File: src/rtl/sio_tx_pkg.sv
package sio_tx_pkg;

   typedef enum logic [2:0] {
      FK_NONE  = 3'd0,
      FK_DATA  = 3'd1,
      FK_IDLE  = 3'd2,
      FK_BREAK = 3'd3,
      FK_MARK  = 3'd4
   } frame_kind_e;

   localparam int CTL_W    = 3;
   localparam int CTL_EN   = 0;
   localparam int CTL_BRK  = 1;
   localparam int CTL_NINE = 2;

endpackage

File: src/rtl/sio_tx_ctl.sv
module sio_tx_ctl
   import sio_tx_pkg::*;
(
   input  logic             clk,
   input  logic             rst_n,
   input  logic             ctl_we,
   input  logic [CTL_W-1:0] ctl_wdata,
   input  frame_kind_e      load_kind,
   output logic             en,
   output logic             brk,
   output logic             nine,
   output logic             idle_pend,
   output logic             mark_pend
);

   logic en_rise;
   assign en_rise = ctl_we && ctl_wdata[CTL_EN] && !en;

   always_ff @(posedge clk or negedge rst_n) begin
      if (!rst_n) begin
         en   <= 1'b0;
         brk  <= 1'b0;
         nine <= 1'b0;
      end else if (ctl_we) begin
         en   <= ctl_wdata[CTL_EN];
         brk  <= ctl_wdata[CTL_BRK];
         nine <= ctl_wdata[CTL_NINE];
      end
   end

   // idle preamble request: raised by an enable edge, dropped when the idle frame loads
   always_ff @(posedge clk or negedge rst_n) begin
      if (!rst_n) begin
         idle_pend <= 1'b0;
      end else begin
         if (load_kind == FK_IDLE) idle_pend <= 1'b0;
         if (en_rise)              idle_pend <= 1'b1;
      end
   end

   // one high bit owed after a break run
   always_ff @(posedge clk or negedge rst_n) begin
      if (!rst_n) begin
         mark_pend <= 1'b0;
      end else begin
         case (load_kind)
            FK_BREAK:        mark_pend <= 1'b1;
            FK_MARK, FK_IDLE: mark_pend <= 1'b0;
            default:         mark_pend <= mark_pend;
         endcase
      end
   end

   a_r4_idle_queued: assert property (@(posedge clk) disable iff (!rst_n)
      en_rise |=> idle_pend);

   a_r1_ctl_load: assert property (@(posedge clk) disable iff (!rst_n)
      ctl_we |=> (en == $past(ctl_wdata[CTL_EN]) && brk == $past(ctl_wdata[CTL_BRK])));

   a_r9_mark_owed: assert property (@(posedge clk) disable iff (!rst_n)
      (load_kind == FK_BREAK) |=> mark_pend);

endmodule

File: src/rtl/sio_tx_hold.sv
module sio_tx_hold #(
   parameter int WORD_W = 9
) (
   input  logic              clk,
   input  logic              rst_n,
   input  logic              wr_valid,
   input  logic [WORD_W-1:0] wr_data,
   input  logic              take,
   output logic              wr_ready,
   output logic              full,
   output logic [WORD_W-1:0] word
);

   assign wr_ready = !full;

   always_ff @(posedge clk or negedge rst_n) begin
      if (!rst_n) begin
         full <= 1'b0;
         word <= '0;
      end else if (take) begin
         full <= 1'b0;
      end else if (wr_valid && !full) begin
         full <= 1'b1;
         word <= wr_data;
      end
   end

   a_r10_ignore_full: assert property (@(posedge clk) disable iff (!rst_n)
      (wr_valid && !wr_ready) |=> $stable(word));

   a_r10_take_frees: assert property (@(posedge clk) disable iff (!rst_n)
      take |=> wr_ready);

   a_r10_take_when_full: assert property (@(posedge clk) disable iff (!rst_n)
      take |-> full);

endmodule

File: src/rtl/sio_tx_sched.sv
module sio_tx_sched
   import sio_tx_pkg::*;
(
   input  logic        boundary,
   input  logic        en,
   input  logic        brk,
   input  logic        idle_pend,
   input  logic        mark_pend,
   input  logic        full,
   output frame_kind_e kind
);

   // priority: break, idle preamble, owed mark bit, data
   always_comb begin
      kind = FK_NONE;
      if (boundary) begin
         if (en && brk)              kind = FK_BREAK;
         else if (en && idle_pend)   kind = FK_IDLE;
         else if (mark_pend)         kind = FK_MARK;
         else if (en && full)        kind = FK_DATA;
      end
   end

endmodule

File: src/rtl/sio_tx_shift.sv
module sio_tx_shift
   import sio_tx_pkg::*;
#(
   parameter int BASE_W = 8
) (
   input  logic          clk,
   input  logic          rst_n,
   input  logic          tick,
   input  frame_kind_e   kind,
   input  logic          nine,
   input  logic [BASE_W:0] word,
   output logic          txd,
   output logic          busy,
   output frame_kind_e   cur
);

   localparam int FMAX  = BASE_W + 3;
   localparam int CNT_W = $clog2(FMAX + 1);

   logic [FMAX-1:0]  data_frame;
   logic [FMAX-1:0]  frame;
   logic [CNT_W-1:0] len;
   logic [FMAX-2:0]  sh;
   logic [CNT_W-1:0] rem;

   assign data_frame[0] = 1'b0;
   for (genvar i = 0; i < BASE_W; i++) begin : g_bits
      assign data_frame[i+1] = word[i];
   end
   assign data_frame[BASE_W+1] = nine ? word[BASE_W] : 1'b1;
   assign data_frame[BASE_W+2] = 1'b1;

   always_comb begin
      case (kind)
         FK_DATA:  frame = data_frame;
         FK_BREAK: frame = '0;
         default:  frame = '1;
      endcase
      if (kind == FK_MARK) len = CNT_W'(1);
      else if (nine)       len = CNT_W'(FMAX);
      else                 len = CNT_W'(FMAX - 1);
   end

   assign busy = (rem != '0);

   always_ff @(posedge clk or negedge rst_n) begin
      if (!rst_n) begin
         txd <= 1'b1;
         sh  <= '1;
         rem <= '0;
         cur <= FK_NONE;
      end else if (tick) begin
         if (rem == '0) begin
            if (kind != FK_NONE) begin
               txd <= frame[0];
               sh  <= frame[FMAX-1:1];
               rem <= len - CNT_W'(1);
               cur <= kind;
            end else begin
               txd <= 1'b1;
               cur <= FK_NONE;
            end
         end else begin
            txd <= sh[0];
            sh  <= {1'b1, sh[FMAX-2:1]};
            rem <= rem - CNT_W'(1);
         end
      end
   end

   a_r2_hold_between_ticks: assert property (@(posedge clk) disable iff (!rst_n)
      !tick |=> $stable(txd));

   a_r6_break_low: assert property (@(posedge clk) disable iff (!rst_n)
      (cur == FK_BREAK) |-> !txd);

   a_r4_idle_high: assert property (@(posedge clk) disable iff (!rst_n)
      (cur == FK_IDLE || cur == FK_MARK) |-> txd);

   a_r3_len_bound: assert property (@(posedge clk) disable iff (!rst_n)
      rem < CNT_W'(FMAX));

endmodule

File: src/rtl/sio_tx.sv
module sio_tx
   import sio_tx_pkg::*;
#(
   parameter int BASE_W = 8
) (
   input  logic             clk,
   input  logic             rst_n,
   input  logic             ctl_we,
   input  logic [2:0]       ctl_wdata,
   input  logic             wr_valid,
   input  logic [BASE_W:0]  wr_data,
   output logic             wr_ready,
   input  logic             bit_tick,
   output logic             txd
);

   localparam int WORD_W = BASE_W + 1;

   if (BASE_W < 5 || BASE_W > 16) begin : g_bad_width
      $error("sio_tx: BASE_W must lie in 5..16");
   end

   logic              en, brk, nine, idle_pend, mark_pend;
   logic              full, busy, boundary;
   logic [WORD_W-1:0] word;
   frame_kind_e       kind, cur;

   assign boundary = bit_tick && !busy;

   sio_tx_ctl i_ctl (
      .clk       (clk),
      .rst_n     (rst_n),
      .ctl_we    (ctl_we),
      .ctl_wdata (ctl_wdata),
      .load_kind (kind),
      .en        (en),
      .brk       (brk),
      .nine      (nine),
      .idle_pend (idle_pend),
      .mark_pend (mark_pend)
   );

   sio_tx_hold #(.WORD_W(WORD_W)) i_hold (
      .clk      (clk),
      .rst_n    (rst_n),
      .wr_valid (wr_valid),
      .wr_data  (wr_data),
      .take     (kind == FK_DATA),
      .wr_ready (wr_ready),
      .full     (full),
      .word     (word)
   );

   sio_tx_sched i_sched (
      .boundary  (boundary),
      .en        (en),
      .brk       (brk),
      .idle_pend (idle_pend),
      .mark_pend (mark_pend),
      .full      (full),
      .kind      (kind)
   );

   sio_tx_shift #(.BASE_W(BASE_W)) i_shift (
      .clk   (clk),
      .rst_n (rst_n),
      .tick  (bit_tick),
      .kind  (kind),
      .nine  (nine),
      .word  (word),
      .txd   (txd),
      .busy  (busy),
      .cur   (cur)
   );

   a_r5_disabled_high: assert property (@(posedge clk) disable iff (!rst_n)
      (boundary && !en) |=> txd);

   a_r9_no_data_after_break: assert property (@(posedge clk) disable iff (!rst_n)
      (boundary && cur == FK_BREAK && !brk) |=> txd);

endmodule

File: config.mk
export PLATFORM = sky130hd
export DESIGN_NAME = sio_tx
export DESIGN_NICKNAME = d
export VERILOG_FILES = /design/src/rtl/sio_tx_pkg.sv /design/src/rtl/sio_tx_ctl.sv /design/src/rtl/sio_tx_hold.sv /design/src/rtl/sio_tx_sched.sv /design/src/rtl/sio_tx_shift.sv /design/src/rtl/sio_tx.sv
export SDC_FILE = /design/constraint.sdc
export NUM_CORES = 1
export LEC_CHECK = 0
export CAP_MARGIN = 40
export CORE_MARGIN = 4
export CORE_UTILIZATION = 39
export CTS_CLUSTER_SIZE = 14
export DETAILED_ROUTE_END_ITERATION = 6
export GPL_ROUTABILITY_DRIVEN = 0
export SYNTH_ARGS = -nofsm -noshare
export SYNTH_HDL_FRONTEND = slang
export SYNTH_SLANG_ARGS = --single-unit
File: constraint.sdc
create_clock -name clk -period 2.35 [get_ports clk]
set_input_delay 0.47 -clock clk [delete_from_list [all_inputs] [get_ports clk]]
set_output_delay 0.47 -clock clk [all_outputs]
set_load 0.01 [all_outputs]
==> results.toml <==
[global_routing]
grt.total_usage_pct = 13.2
antenna_found_initial = 0
grt_pass1_vias = 1032
grt_pass1_wl_um = 4450
grt_overflow_total = 0
grt_max_degree = 31

[timing]
slew_headroom_pct = 43.8
hold_violations = 0
rsz0062_at_grt = "false"
fin_crit_sh_pct = 80.3
skew_ps = 7.93
final-setup-viol-count = 0
setup_ws_ps = 462
max_freq_mhz = 530
tightest_slew_ps = 843
fin_setup_tns_ps = 0
fin_crit_ps = 1890
drv_slew = 0

[cells_and_area]
nFillCells = 347
area_growth_pct = 23.7
final_area_sq_um = 1710
nNetsFinal = 171
regArea_sq_um = 764
diodes = 0
drive_above_1_share_pct = 24.8
multiInputGateArea_sq_um = 562
final_core_util_pct = 50.7

[power_and_ir_drop]
p_seq_share_pct = 49.8
total_power_mw = 1.88
p_sw_mw = 0.569
p_int_mw = 1.31
swShare_pct = 30.3
power.density_nw_per_um2 = 1100
combPwrFrac_pct = 28.2
p_clk_share_pct = 22.1
ir_drop_uv = 463
cellLeakagePower_nw = 0.717

[synthesis]
synth.most_common_cell = "dfrtp_1"
synth_top_area_share_pct = 34.5
ys_types = 28
yosys.area.top_type = "dfrtp_1"
synth_area_sq_um = 1380
yosysWarnings = 0
avgSynthCellArea_sq_um = 10.7
ys.flop_type = "dfrtp_1"
synth-seq-cells = 30
synth_enable_flop_cells = 0
syn_inst = 129
synth_commonest_cells = "dfrtp_1, nand2_1, nor2_1"
synthArstFlopShare_pct = 100
synth_nets = 147
synth.area.top_cells = "dfrtp_1, dfstp_2, mux2_2, o31ai_1, a21oi_1"
seq_area_frac_synth_pct = 55.4

[die]
core_sq_um = 3360
die-area_sq_um = 4550
ios = 19
initial_core_util_pct = 41.0
rows = 21
die_y_um = 67.5
dieWidth_um = 67.5

[critical_path]
rr_worst_depth = 5
crit_path_end_kind = "register"
crit_path_start_kind = "register"
reg2reg_to = "i_shift.rem[2]"
cp_max_fo = 22
reg2reg_slack_ps = 460
r2r_start = "i_shift.rem[2]"
path_class = "register to register"
cp.arrival_ps = 2090
cp_data_required_time_ps = 2550

[clocking]
post_cts_buffers = 0
insertion_delay_ps = 310
clock_sinks = 30
cts_tree = "built"
ctsResizeCount = 0
cts_buffers = 5
clkTransAtPathRegs_ps = 90
clock_path_buffers = 2
cts_root_buffer = "clkbuf_4"
hold_buffers = 0
htreeDepth = 2

[detailed_routing]
first_iter_violations = 62
wl_per_cell_um = 12.7
vias = 1020
routed_wl_um = 2530
first_pass_iters = 4
route.detailed.drc = 0
ant_nets = 0
via_per_inst = 5.13

[worst_hold_path]
min_path_cells = 2
hold_path_startpoint = "i_shift.sh[9]"
hp-class = "register to register"
holdPathEnd = "i_shift.sh[9]"

[outcome]
status = "finished clean"

[placed_design]
numPortBuffers = 18
pre_cts_ws_ps = 284
hpwl_um = 1840
dpl_cell_area_sq_um = 1620

[job]
maxCapViolations = 0
## power groups by stage
stage / logic (mW) / registers [mW] / clock network [mW]
6_report: 0.529 / 0.935 / 0.414
5_1_grt: 0.609 / 0.966 / 0.450
4_1_cts: 0.539 / 0.941 / 0.428
3_5_place_dp: 0.536 / 0.949 / 0
3_3_place_gp: 0.519 / 0.943 / 0
2_1_floorplan: 0.396 / 0.905 / 0
## final cells by class
cell class | count | share of cell area [%]
sequential | 30 | 44.8
multi-input combinational | 87 | 32.9
timing repair buffer | 23 | 12.8
tap | 46 | 3.37
clock buffer | 6 | 3.01
clock inverter | 1 | 1.76
inverter | 6 | 1.32
## registers in the layout (all words and copies together), names as in the netlist
signal	cells
i_shift.sh	10
i_hold.full	1
i_ctl.mark_pend	1
i_ctl.idle_pend	1
i_ctl.brk	1
i_hold.word	9
i_shift.rem	4
i_ctl.en	1
i_ctl.nine	1
i_shift.txd	1
## worst max-delay path by stage
stage / startpoint / cells after the start / end / slack (ps)
6_report: i_shift.rem[2] / 5 / i_shift.rem[2] / 460
5_1_grt: i_shift.rem[2] / 5 / i_shift.rem[2] / 360
4_1_cts: i_shift.rem[2] / 5 / i_shift.rem[2] / 440
3_5_place_dp: bit_tick / 4 / i_shift.sh[4] / 280
3_3_place_gp: bit_tick / 4 / i_shift.sh[8] / 360
2_1_floorplan: i_shift.rem[2] / 7 / i_shift.rem[2] / 610
## per-stage QoR
stage                     cells  hold slack [ps]
final                       199              470
after global routing        199              487
after CTS                   199              474
after detailed placement    192              462
after global placement      192              450
after floorplan             129              174
## critical path, stage by stage (launching register included)
cell and delay (ps):
dfrtp_1 430, or4_4 590, o31ai_4 260, buf_4 280, nor2_1 70, xor2_1 140
## placed cells by master (no fill, tap or decap), drive strengths merged, types with 2 or more instances in the layout
cell           instances
nand2                 15
nor2b                  2
dfrtp                 19
a21oi                 13
o21ai                  7
mux2                  12
inv                    6
dfstp                 11
nor2                  14
clkbuf                 6
clkdlybuf4s50         18
o31ai                 11
buf                    5
## cell families after synthesis
| group | after synthesis | synth area share, % |
|---|---|---|
| and+or+nand+nor | 37 | 12.2 |
| AOI/OAI and AO/OA | 36 | 17.2 |
| DFF | 30 | 55.4 |
| buffers and inverters | 12 | 3.81 |
| muxes | 12 | 9.80 |
| xor gates and xnor gates | 1 | 0.635 |
| adders and majority gates | 1 | 0.907 |
## metal layers
metal  GRT usage, %  routed length (um)  up-vias  share of wire [%]
li1               -                   -      502                  -
met1           16.2                1140      490                 45
met2           21.0                1230       26                 49
met3           4.16                 145        2                5.7
met4           6.08                  18        0               0.71
met5              0                   0        -                  0
Note: power is estimated with default switching activity, not from simulation.
